### src/rtl/sensor_frame_timer.sv
module sensor_frame_timer #(
  parameter int GW       = 12,
  parameter int DW       = 6,
  parameter int IW       = 12,
  parameter int MARGIN   = 6,
  parameter int HB_MIN   = 9,
  parameter int K_NONE   = 107,
  parameter int K_NARROW = 113,
  parameter int K_WIDE   = 121
) (
  input  logic          clk,
  input  logic          rst,
  input  logic [GW-1:0] cfg_rows,
  input  logic [GW-1:0] cfg_cols,
  input  logic [GW-1:0] cfg_hblank,
  input  logic [GW-1:0] cfg_vblank,
  input  logic [1:0]    cfg_dark,
  input  logic [IW-1:0] cfg_integ,
  input  logic [DW-1:0] cfg_div,
  output logic          pix_en,
  output logic          line_valid,
  output logic          frame_valid,
  output logic          frame_start,
  output logic          pixel_valid,
  output logic [GW-1:0] row_idx,
  output logic [GW-1:0] col_idx
);
  localparam int TW = GW + 2;

  logic [GW-1:0] rows_s, cols_s, hb_s, vb_s;
  logic [1:0]    dark_s;
  logic [IW-1:0] integ_s;
  logic [DW-1:0] div_s;

  logic [DW:0]   div_cnt;
  logic [TW-1:0] col_cnt, row_cnt;
  logic          fv_q;

  logic [TW-1:0] k_ovh, act_w, hb_eff, h_tot, row_len;
  logic [TW-1:0] base_rows, n_rows, n_blank;
  logic          long_int, last_col, last_row, frame_end;
  logic          in_active, lv_raw, lead, trail_off, fv_raw;

  assign k_ovh = dark_s[1] ? TW'(K_WIDE) : (dark_s[0] ? TW'(K_NARROW) : TW'(K_NONE));
  assign act_w = TW'(cols_s) + 1'b1;
  assign hb_eff = (TW'(hb_s) < TW'(HB_MIN)) ? TW'(HB_MIN) : TW'(hb_s);
  assign h_tot = k_ovh + hb_eff;
  assign row_len = act_w + h_tot;

  assign base_rows = TW'(rows_s) + TW'(vb_s) + TW'(2);
  assign long_int = TW'(integ_s) >= base_rows;
  assign n_rows = long_int ? TW'(integ_s) + 1'b1 : base_rows;
  assign n_blank = n_rows - TW'(rows_s) - 1'b1;

  assign pix_en = !rst && (div_cnt == {1'b0, div_s} + 1'b1);
  assign last_col = col_cnt == row_len - 1'b1;
  assign last_row = row_cnt == n_rows - 1'b1;
  assign frame_end = pix_en && last_col && last_row;

  always_ff @(posedge clk) begin
    if (rst) begin
      div_cnt <= '0;
      col_cnt <= '0;
      row_cnt <= '0;
      fv_q    <= 1'b0;
    end else begin
      fv_q    <= frame_valid;
      div_cnt <= pix_en ? '0 : div_cnt + 1'b1;
      if (pix_en) begin
        if (last_col) begin
          col_cnt <= '0;
          row_cnt <= last_row ? '0 : row_cnt + 1'b1;
        end else begin
          col_cnt <= col_cnt + 1'b1;
        end
      end
    end
  end

  always_ff @(posedge clk) begin
    if (rst || frame_end) begin
      rows_s  <= cfg_rows;
      cols_s  <= cfg_cols;
      hb_s    <= cfg_hblank;
      vb_s    <= cfg_vblank;
      dark_s  <= cfg_dark;
      integ_s <= cfg_integ;
      div_s   <= cfg_div;
    end
  end

  assign in_active = row_cnt >= n_blank;
  assign lv_raw    = in_active && (col_cnt < act_w);
  assign lead      = (row_cnt == n_blank - 1'b1) && (col_cnt >= row_len - TW'(MARGIN));
  assign trail_off = last_row && (col_cnt >= act_w + TW'(MARGIN));
  assign fv_raw    = lead || (in_active && !trail_off);

  assign line_valid  = !rst && lv_raw;
  assign frame_valid = !rst && fv_raw;
  assign frame_start = frame_valid && !fv_q;
  assign pixel_valid = line_valid && pix_en;
  assign row_idx     = line_valid ? GW'(row_cnt - n_blank) : '0;
  assign col_idx     = line_valid ? GW'(col_cnt) : '0;


  pv_spacing_chk: assert property (@(posedge clk) disable iff (rst)
    pixel_valid |=> !pixel_valid);


  en_gap_chk: assert property (@(posedge clk) disable iff (rst)
    (pix_en && div_s != '0) |=> !pix_en);


  lv_inside_fv_chk: assert property (@(posedge clk) disable iff (rst)
    line_valid |-> frame_valid);


  fv_fall_quiet_chk: assert property (@(posedge clk) disable iff (rst)
    $fell(frame_valid) |-> !line_valid);


  sof_single_chk: assert property (@(posedge clk) disable iff (rst)
    frame_start |=> !frame_start);


  sof_before_line_chk: assert property (@(posedge clk) disable iff (rst)
    frame_start |-> !line_valid);


  col_origin_chk: assert property (@(posedge clk) disable iff (rst)
    $rose(line_valid) |-> col_idx == '0);
endmodule

### config.mk
export PLATFORM = sky130hd
export DESIGN_NAME = sensor_frame_timer
export DESIGN_NICKNAME = d
export VERILOG_FILES = /design/src/rtl/sensor_frame_timer.sv
export SDC_FILE = /design/constraint.sdc
export NUM_CORES = 1
export LEC_CHECK = 0
export ABC_AREA = 1
export BUFFER_PORTS_ARGS = -buffer_cell sky130_fd_sc_hd__buf_4
export CAP_MARGIN = 20
export CORE_UTILIZATION = 59
export DETAILED_ROUTE_END_ITERATION = 7
export GPL_TIMING_DRIVEN = 0
export PLACE_DENSITY = 0.77
export SYNTH_ARGS = -nofsm -noshare
export SYNTH_HDL_FRONTEND = slang
export SYNTH_SLANG_ARGS = --single-unit
### constraint.sdc
create_clock -name clk -period 9.25 [get_ports clk]
set_input_delay 1.3875 -clock clk [delete_from_list [all_inputs] [get_ports clk]]
set_output_delay 1.3875 -clock clk [all_outputs]
set_load 0.03 [all_outputs]
==> results_tabular.tex, run 1 <==
\begin{tabular}{lr}
\hline
Metric & Value \\
\hline
\multicolumn{2}{l}{\textbf{Run status}} \\
Outcome & finished clean \\
\multicolumn{2}{l}{\textbf{Global routing}} \\
Maximum number of pins on one net before global-route repair & 78 \\
Wire length of the first global-routing pass & 41100 µm \\
Remaining global-route overflow & 0 \\
Antenna violations before repair & 0 \\
Total track usage & 28.4\% \\
Number of global-route vias before repair & 8708 \\
\multicolumn{2}{l}{\textbf{Power and ir drop}} \\
LEAKAGE & 0.00586 µW \\
Areal power density over the cells & 236 nW/µm² \\
Peak supply drop & 0.151 mV \\
\multicolumn{2}{l}{\textbf{Setup path}} \\
WP data required & 7860 ps \\
Crit path max-delay family & adder cells \\
Slowest cell on crit path & sky130\_fd\_sc\_hd\_\_fa\_1 \\
Critical path arrival & 7340 ps \\
Delay contributed by the slowest stage of the critical path & 420 ps \\
Critical path class & reg2out \\
Top fanout value on the critical path & 10 \\
Kind of capture point of the worst setup path & output port \\
Buffering stage count on the worst path with inverters included & 11 \\
Critical path's most frequent cell & sky130\_fd\_sc\_hd\_\_inv\_1 \\
Startpoint type of the worst setup path & register \\
\multicolumn{2}{l}{\textbf{Final layout}} \\
Number of inserted filler cells in the final layout & 1511 \\
Fraction of final layout cells with drive strength greater than 1 & 13.4\% \\
NumNets Final & 1755 \\
Area overhead of the layout relative to synthesis & 14.1\% \\
Area of all placed cells without fillers & 11900 µm² \\
Antenna diode instance count & 0 \\
\multicolumn{2}{l}{\textbf{Timing}} \\
Worst Tran Pin Value & 851 ps \\
Max-slew headroom & 42.7\% \\
Clock skew & 10.3 ps \\
Final setup violation count & 0 \\
Final worst path period need & 8730 ps \\
Portion of the clock cycle consumed by the worst path in the final layout & 94.4\% \\
Maximum frequency from static timing analysis & 115 MHz \\
Number of failing hold endpoints at the final stage & 0 \\
Final Max Slew Viols & 0 \\
Setup total negative slack & 0 ps \\
\multicolumn{2}{l}{\textbf{Route}} \\
Residual DRC & 0 \\
Count of vias placed by the detailed router & 9573 \\
Total detailed-routing wirelength & 25100 µm \\
Number of DRC violations after detailed-routing iteration 0 & 644 \\
Number of nets with antenna violations after detailed routing & 0 \\
Pre-antenna DRT Iters & 5 \\
Routed via count divided by cell count & 5.40 \\
Avg WL per Cell & 14.1 µm \\
\multicolumn{2}{l}{\textbf{Logic synthesis}} \\
Post-synth design cell area & 10500 µm² \\
EDFF count, synth & 68 \\
Share of synthesized flip-flops with an asynchronous set or reset & 0\% \\
Yosys warning total & 0 \\
Total of flip-flops plus latches after synthesis & 104 \\
Predominant post-synthesis flop cell & sky130\_fd\_sc\_hd\_\_edfxtp\_1 \\
Distinct cell type count of the synthesized netlist & 55 \\
Mean cell area of the mapped netlist & 7.34 µm² \\
Seq/Total Area, Yosys & 26.4\% \\
Cell count after synthesis & 1426 \\
Net count after synthesis & 1637 \\
\multicolumn{2}{l}{\textbf{Clock network}} \\
CTS Buf Count & 9 \\
Num Clock Sinks & 104 \\
Clock-pin slew on the worst setup and hold paths & 70 ps \\
Maximum root-to-sink buffer count & 2 \\
Hold bufs inserted after CTS & 0 \\
Skew-Pair Late Insertion Delay & 360 ps \\
H-Tree Depth & 3 \\
Clock tree from TritonCTS & done \\
Clock Root Buffer & sky130\_fd\_sc\_hd\_\_clkbuf\_16 \\
\multicolumn{2}{l}{\textbf{Die}} \\
Starting density of the core & 60.5\% \\
I/O pin total & 99 \\
Die Height & 135 µm \\
Die ar. & 18300 µm² \\
Site Rows & 48 \\
Placeable core region & 17300 µm² \\
Die X-Extent & 135 µm \\
\multicolumn{2}{l}{\textbf{Hold path}} \\
Type of the worst min-delay path & reg2reg \\
\multicolumn{2}{l}{\textbf{Placed design}} \\
Detailed placer's ending HPWL & 20500 µm \\
Total placed instance area & 11500 µm² \\
Routability-driven placement congestion ratio & 0.959 \\
Count of input and output buffers & 98 \\
\multicolumn{2}{l}{\textbf{Job}} \\
Max-cap check violation count & 0 \\
\hline
\end{tabular}
## routing by layer
metal	global-route usage (%)	wire length, µm	vias up
li1	-	-	4926
met4	6.30	329	0
met3	3.48	1430	24
met5	0	0	-
met1	41.4	12300	4353
met2	44.7	11000	270
## kinds of logic after synthesis
logic type	Yosys count	synth area share, %
other	1	0.0358
buffers and inverters	238	8.90
adder cells (fa/ha/maj)	141	17.4
AO/OA/AOI/OAI	133	7.30
XOR/XNOR	115	9.98
AND/OR/NAND/NOR	694	30.0
flip-flops	104	26.4
## metrics by stage
step	util, %	instances	worst slack [ps]	hold WS, ps	total power, µW
floorplan	-	1426	1110	440	1930
global placement	66.4	1749	229	461	2250
detailed placement	66.4	1749	117	465	2290
CTS	68.2	1765	27.9	482	2690
global route	69.1	1774	-57.3	523	3080
finish	69.1	1774	521	479	2820
## power by group
part | switching [µW] | internal, µW | total (µW) | leakage, µW
combinational | 1200 | 697 | 1900 | 0.00476
clock | 189 | 190 | 379 | 0.000142
sequential | 19.1 | 523 | 543 | 0.000956
total | 1410 | 1410 | 2820 | 0.00586
## timing repair
action | in CTS | in global routing
setup endpoints to repair | 24 | 28
buffers inserted | 0 | 9
resized for setup | 5 | 22
pin swaps | 0 | 3
## state kept, by name, indices dropped and copies added (netlist names), 6 cells and up
| signal | count |
|---|---|
| cols_s | 12 |
| div_s | 6 |
| rows_s | 12 |
| div_cnt | 7 |
| row_cnt | 14 |
| vb_s | 12 |
| integ_s | 12 |
| hb_s | 12 |
| col_cnt | 14 |
## cell usage after synthesis (7+ instances only)
master / number / area (µm²)
sky130_fd_sc_hd__inv_1: 215 / 807
sky130_fd_sc_hd__xnor2_1: 25 / 219
sky130_fd_sc_hd__nor2_1: 134 / 503
sky130_fd_sc_hd__a21o_1: 8 / 60.1
sky130_fd_sc_hd__clkbuf_1: 9 / 33.8
sky130_fd_sc_hd__o21ai_0: 25 / 125
sky130_fd_sc_hd__xor2_1: 88 / 771
sky130_fd_sc_hd__dfxtp_1: 36 / 721
sky130_fd_sc_hd__inv_2: 7 / 26.3
sky130_fd_sc_hd__nor4_1: 12 / 75.1
sky130_fd_sc_hd__ha_1: 134 / 1680
sky130_fd_sc_hd__nand3b_1: 7 / 52.6
sky130_fd_sc_hd__nor3_1: 36 / 180
sky130_fd_sc_hd__o21ai_1: 9 / 45.0
sky130_fd_sc_hd__nand4_1: 31 / 194
sky130_fd_sc_hd__a21oi_1: 65 / 325
sky130_fd_sc_hd__nand3_1: 105 / 526
sky130_fd_sc_hd__nand2_1: 315 / 1180
sky130_fd_sc_hd__nand2_2: 12 / 75.1
sky130_fd_sc_hd__edfxtp_1: 68 / 2040
sky130_fd_sc_hd__fa_1: 7 / 140
sky130_fd_sc_hd__nor2_2: 16 / 100
## cell type report
cell class                 instances  area (µm²)  share of cell area, %
buffer                            15         103                  0.859
clock buffer                      10         229                   1.92
clock inverter                     6        62.6                  0.524
inverter                         223         837                   7.01
multi-input combinational       1084        6870                   57.5
sequential                       104        2760                   23.1
tap                              225         282                   2.36
timing repair buffer             107         803                   6.72
## layout by cell type, fill, tap and decap left out, types with 31 or more instances in the layout
cell,netlist,final
sky130_fd_sc_hd__edfxtp_1,68,68
sky130_fd_sc_hd__dfxtp_1,36,36
sky130_fd_sc_hd__nor2_1,134,133
sky130_fd_sc_hd__nor3_1,36,36
sky130_fd_sc_hd__xor2_1,88,86
sky130_fd_sc_hd__a21oi_1,65,64
sky130_fd_sc_hd__nand4_1,31,31
sky130_fd_sc_hd__buf_4,1,110
sky130_fd_sc_hd__ha_1,134,132
sky130_fd_sc_hd__inv_1,215,214
sky130_fd_sc_hd__nand2_1,315,314
sky130_fd_sc_hd__nand3_1,105,104
## worst paths after layout
path	to	start	slack, ps	cells past startpoint
worst max-delay path	col_idx[2]	rows_s[1]	520	43
worst min-delay path	div_cnt[0]	div_cnt[0]	480	1
worst max register to register	fv_q	rows_s[1]	2600	48
worst min register to register	div_cnt[0]	div_cnt[0]	480	1
No activity file was read; power rests on OpenSTA's default activity.
==> run 2, diff against run 1 <==
- ABC_AREA: 1 -> 0
==> run 2 against run 1 <==
  * Synthesized cell count is 11% lower
  * Setup slack worse by 520 ps
  * Cell area is 10% higher
  * Die area is 3.0% higher
  * Fmax is 5.6% lower
  * Clock-buffer cell count is 1 lower
  * Global-route usage is 0.47 points higher
  * Area after synthesis is 3.1% higher
  * Wire length is 11% higher
  * Cell count is 7.3% lower
  * Largest power group unchanged
  * Highest routed layer unchanged
==> results_tabular.tex, run 2 <==
\begin{tabular}{lr}
\hline
Metric & Value \\
\hline
\multicolumn{2}{l}{\textbf{Run status}} \\
Outcome & finished clean (unchanged) \\
\multicolumn{2}{l}{\textbf{Final layout}} \\
Area overhead of the layout relative to synthesis & 22.1\% (was 14.1\%) \\
Antenna diode instance count & 0 (unchanged) \\
Final core utilization & 73.3\% (was 69.1\%) \\
Top library cells by usage in the layout, fill and taps aside & sky130\_fd\_sc\_hd\_\_ha\_1, sky130\_fd\_sc\_hd\_\_buf\_4, sky130\_fd\_sc\_hd\_\_nor2\_1 (was sky130\_fd\_sc\_hd\_\_nand2\_1, sky130\_fd\_sc\_hd\_\_inv\_1, sky130\_fd\_sc\_hd\_\_nor2\_1) \\
Fraction of final layout cells with drive strength greater than 1 & 20.0\% (was 13.4\%) \\
Number of inserted filler cells in the final layout & 1346 (was 1511) \\
Largest registers in the final layout & col\_cnt (14), row\_cnt (14) (unchanged) \\
NumNets Final & 1621 (was 1755) \\
Layout Cells excl Fill & 1644 (was 1774) \\
Most frequent standard cell in the layout excluding fill and tap cells & sky130\_fd\_sc\_hd\_\_ha\_1 (was sky130\_fd\_sc\_hd\_\_nand2\_1) \\
Area of all placed cells without fillers & 13200 µm² (was 11900 µm²) \\
\multicolumn{2}{l}{\textbf{Timing}} \\
Final setup violation count & 0 (unchanged) \\
Final worst path period need & 9250 ps (was 8730 ps) \\
Worst Tran Pin Value & 834 ps (was 851 ps) \\
Number of failing hold endpoints at the final stage & 0 (unchanged) \\
Portion of the clock cycle consumed by the worst path in the final layout & 99.9\% (was 94.4\%) \\
Setup total negative slack & 0 ps (unchanged) \\
Maximum frequency from static timing analysis & 108 MHz (was 115 MHz) \\
Unrepaired setup endpoints after global routing & yes \\
Clock skew & 16.8 ps (was 10.3 ps) \\
Max-slew headroom & 44.0\% (was 42.7\%) \\
Final Max Slew Viols & 0 (unchanged) \\
\multicolumn{2}{l}{\textbf{Logic synthesis}} \\
Seq/Total Area, Yosys & 25.6\% (was 26.4\%) \\
Predominant post-synthesis flop cell & sky130\_fd\_sc\_hd\_\_edfxtp\_1 (unchanged) \\
Share of synthesized flip-flops with an asynchronous set or reset & 0\% (unchanged) \\
Xor/xnor cell area share of the yosys netlist & 12.9\% (was 9.98\%) \\
Post-synth top area share & 18.9\% (was 19.5\%) \\
Share of synthesized area spent on multiplexers & 2.20\% (was 0\%) \\
EDFF count, synth & 68 (unchanged) \\
Biggest area contributors in the synthesized netlist & sky130\_fd\_sc\_hd\_\_edfxtp\_1, sky130\_fd\_sc\_hd\_\_ha\_1, sky130\_fd\_sc\_hd\_\_xnor2\_1 (was sky130\_fd\_sc\_hd\_\_edfxtp\_1, sky130\_fd\_sc\_hd\_\_ha\_1, sky130\_fd\_sc\_hd\_\_nand2\_1) \\
Adder-cell area share of the yosys netlist & 16.8\% (was 17.4\%) \\
Distinct cell type count of the synthesized netlist & 82 (was 55) \\
Dominant combinational cell family by area after synthesis & simple AND/OR/NAND/NOR gates (unchanged) \\
Synthesized-area fraction occupied by and/or/nand/nor cells & 21.2\% (was 30.0\%) \\
Most frequent cell after synthesis & sky130\_fd\_sc\_hd\_\_ha\_1 (was sky130\_fd\_sc\_hd\_\_nand2\_1) \\
Post-synthesis cell type with the largest combined area & sky130\_fd\_sc\_hd\_\_edfxtp\_1 (unchanged) \\
Mean cell area of the mapped netlist & 8.54 µm² (was 7.34 µm²) \\
Total of flip-flops plus latches after synthesis & 104 (unchanged) \\
Yosys warning total & 0 (unchanged) \\
Compound-cell area share of the yosys netlist & 16.5\% (was 7.30\%) \\
Net count after synthesis & 1475 (was 1637) \\
Cell count after synthesis & 1264 (was 1426) \\
Post-synth design cell area & 10800 µm² (was 10500 µm²) \\
Most frequent cells after synthesis & sky130\_fd\_sc\_hd\_\_ha\_1, sky130\_fd\_sc\_hd\_\_nor2\_1, sky130\_fd\_sc\_hd\_\_xnor2\_1, sky130\_fd\_sc\_hd\_\_inv\_1, sky130\_fd\_sc\_hd\_\_a21oi\_1 (was sky130\_fd\_sc\_hd\_\_nand2\_1, sky130\_fd\_sc\_hd\_\_inv\_1, sky130\_fd\_sc\_hd\_\_ha\_1, sky130\_fd\_sc\_hd\_\_nor2\_1, sky130\_fd\_sc\_hd\_\_nand3\_1) \\
\multicolumn{2}{l}{\textbf{Clock network}} \\
CTS Buf Count & 9 (unchanged) \\
Maximum root-to-sink buffer count & 2 (unchanged) \\
Skew-Pair Late Insertion Delay & 370 ps (was 360 ps) \\
Hold bufs inserted after CTS & 0 (unchanged) \\
Clock-pin slew on the worst setup and hold paths & 90 ps (was 70 ps) \\
Clock Root Buffer & sky130\_fd\_sc\_hd\_\_clkbuf\_16 (unchanged) \\
Clock tree from TritonCTS & done (unchanged) \\
H-Tree Depth & 3 (unchanged) \\
Num Clock Sinks & 104 (unchanged) \\
\multicolumn{2}{l}{\textbf{Die}} \\
I/O pin total & 99 (unchanged) \\
Die X-Extent & 137 µm (was 135 µm) \\
Site Rows & 49 (was 48) \\
Placeable core region & 18000 µm² (was 17300 µm²) \\
Die ar. & 18800 µm² (was 18300 µm²) \\
Starting density of the core & 60.1\% (was 60.5\%) \\
Die Height & 137 µm (was 135 µm) \\
\multicolumn{2}{l}{\textbf{Placed design}} \\
Total placed instance area & 12000 µm² (was 11500 µm²) \\
Post-placement cell count & 1591 (was 1749) \\
Routability-driven placement congestion ratio & 0.908 (was 0.959) \\
Count of input and output buffers & 97 (was 98) \\
Detailed placer's ending HPWL & 21000 µm (was 20500 µm) \\
\multicolumn{2}{l}{\textbf{Global routing}} \\
Antenna violations before repair & 0 (unchanged) \\
Wire length of the first global-routing pass & 42700 µm (was 41100 µm) \\
Maximum number of pins on one net before global-route repair & 63 (was 78) \\
Remaining global-route overflow & 0 (unchanged) \\
Total track usage & 28.8\% (was 28.4\%) \\
Number of global-route vias before repair & 8864 (was 8708) \\
\multicolumn{2}{l}{\textbf{Power and ir drop}} \\
Peak supply drop & 0.198 mV (was 0.151 mV) \\
Total power of the final layout & 3210 µW (was 2820 µW) \\
Areal power density over the cells & 244 nW/µm² (was 236 nW/µm²) \\
LEAKAGE & 0.00542 µW (was 0.00586 µW) \\
\multicolumn{2}{l}{\textbf{Route}} \\
Pre-antenna DRT Iters & 5 (unchanged) \\
Number of nets with antenna violations after detailed routing & 0 (unchanged) \\
Total detailed-routing wirelength & 27900 µm (was 25100 µm) \\
Avg WL per Cell & 16.9 µm (was 14.1 µm) \\
Count of vias placed by the detailed router & 9961 (was 9573) \\
Routed via count divided by cell count & 6.06 (was 5.40) \\
Residual DRC & 0 (unchanged) \\
Number of DRC violations after detailed-routing iteration 0 & 730 (was 644) \\
\multicolumn{2}{l}{\textbf{Setup path}} \\
Slowest cell on crit path & sky130\_fd\_sc\_hd\_\_edfxtp\_1 (was sky130\_fd\_sc\_hd\_\_fa\_1) \\
Top fanout value on the critical path & 6 (was 10) \\
Delay contributed by the slowest stage of the critical path & 420 ps (about the same) \\
Kind of capture point of the worst setup path & output port (unchanged) \\
Critical path arrival & 7860 ps (was 7340 ps) \\
WP data required & 7860 ps (about the same) \\
Startpoint type of the worst setup path & register (unchanged) \\
Critical path class & reg2out (unchanged) \\
\multicolumn{2}{l}{\textbf{Job}} \\
Max-cap check violation count & 0 (unchanged) \\
\multicolumn{2}{l}{\textbf{Hold path}} \\
Type of the worst min-delay path & reg2reg (unchanged) \\
\hline
\end{tabular}
-- run 2: cell types whose count changed after synthesis, moves of 26 or more --
cell	previous run	this run
sky130_fd_sc_hd__inv_1	215	89
sky130_fd_sc_hd__nand3_1	105	43
sky130_fd_sc_hd__xor2_1	88	62
sky130_fd_sc_hd__xnor2_1	25	92
sky130_fd_sc_hd__nand2_1	315	66
sky130_fd_sc_hd__o21ai_0	25	63
-- run 2: routing by layer --
metal	part of all wire (%)	GRT usage, %	wire (µm)	vias up
li1	-	-	-	4895
met1	46	40.1	12700	4657
met2	46	46.4	12900	371
met3	6.2	4.16	1740	38
met4	1.7	8.42	479	0
met5	0	0	0	-
-- run 2: power breakdown --
group          leakage [µW]  internal, µW  switching, µW  total [µW]
Combinational       0.00431          1010           1260        2270
Sequential         0.000956           523           21.1         545
Clock              0.000151           195            209         404
-- run 2: final timing paths --
path,end,startpoint,slack [ps],cells after the start
setup / recovery,row_idx[8],rows_s[1],5,38
hold / removal,div_cnt[0],div_cnt[0],480,1
setup reg to reg,integ_s[5],rows_s[1],1690,31
hold reg to reg,div_cnt[0],div_cnt[0],480,1
-- run 2: worst max-delay path, delay by kind of cell, from the launching register on --
family / cells / cell delay (ps)
AOI/OAI and AO/OA: 15 / 2970
adders and majority gates: 6 / 1570
buffers and inverters: 9 / 1190
DFF: 1 / 420
and+or+nand+nor: 8 / 1280
-- run 2: layout make-up --
class / instances / area [µm²] / area share [%]
plain buffers: 40 / 198 / 1.50
clock buffers: 9 / 225 / 1.71
clock inverters: 7 / 83.8 / 0.637
inverters: 89 / 339 / 2.57
multi-input cells: 1028 / 8140 / 61.8
flip-flops and latches: 104 / 2760 / 21.0
well taps: 229 / 287 / 2.18
repair buffers: 137 / 1130 / 8.57
repair inverters: 1 / 6.26 / 0.0475
-- run 2: through the flow --
step           hold slack [ps]  setup WS, ps
2_1_floorplan              436          47.5
3_3_place_gp               458         -1740
3_5_place_dp               465         -1860
4_1_cts                    484          13.6
5_1_grt                    541          -295
6_report                   478          4.63
-- run 2: what timing repair did --
| item | CTS | global route |
|---|---|---|
| cloned | 1 | 1 |
| setup endpoints to repair | 28 | 28 |
| setup buffers | 22 | 15 |
| resized for setup | 51 | 85 |
| pin swaps | 16 | 35 |
| hold endpoints to repair | 0 | 0 |
-- run 2: cells by family after synthesis --
kind of cell / count (synthesis)
compound gates: 272
xor+xnor: 156
fa+ha+maj: 141
buf+inv: 132
flops: 104
mux: 22
other cells: 1
simple gates: 436
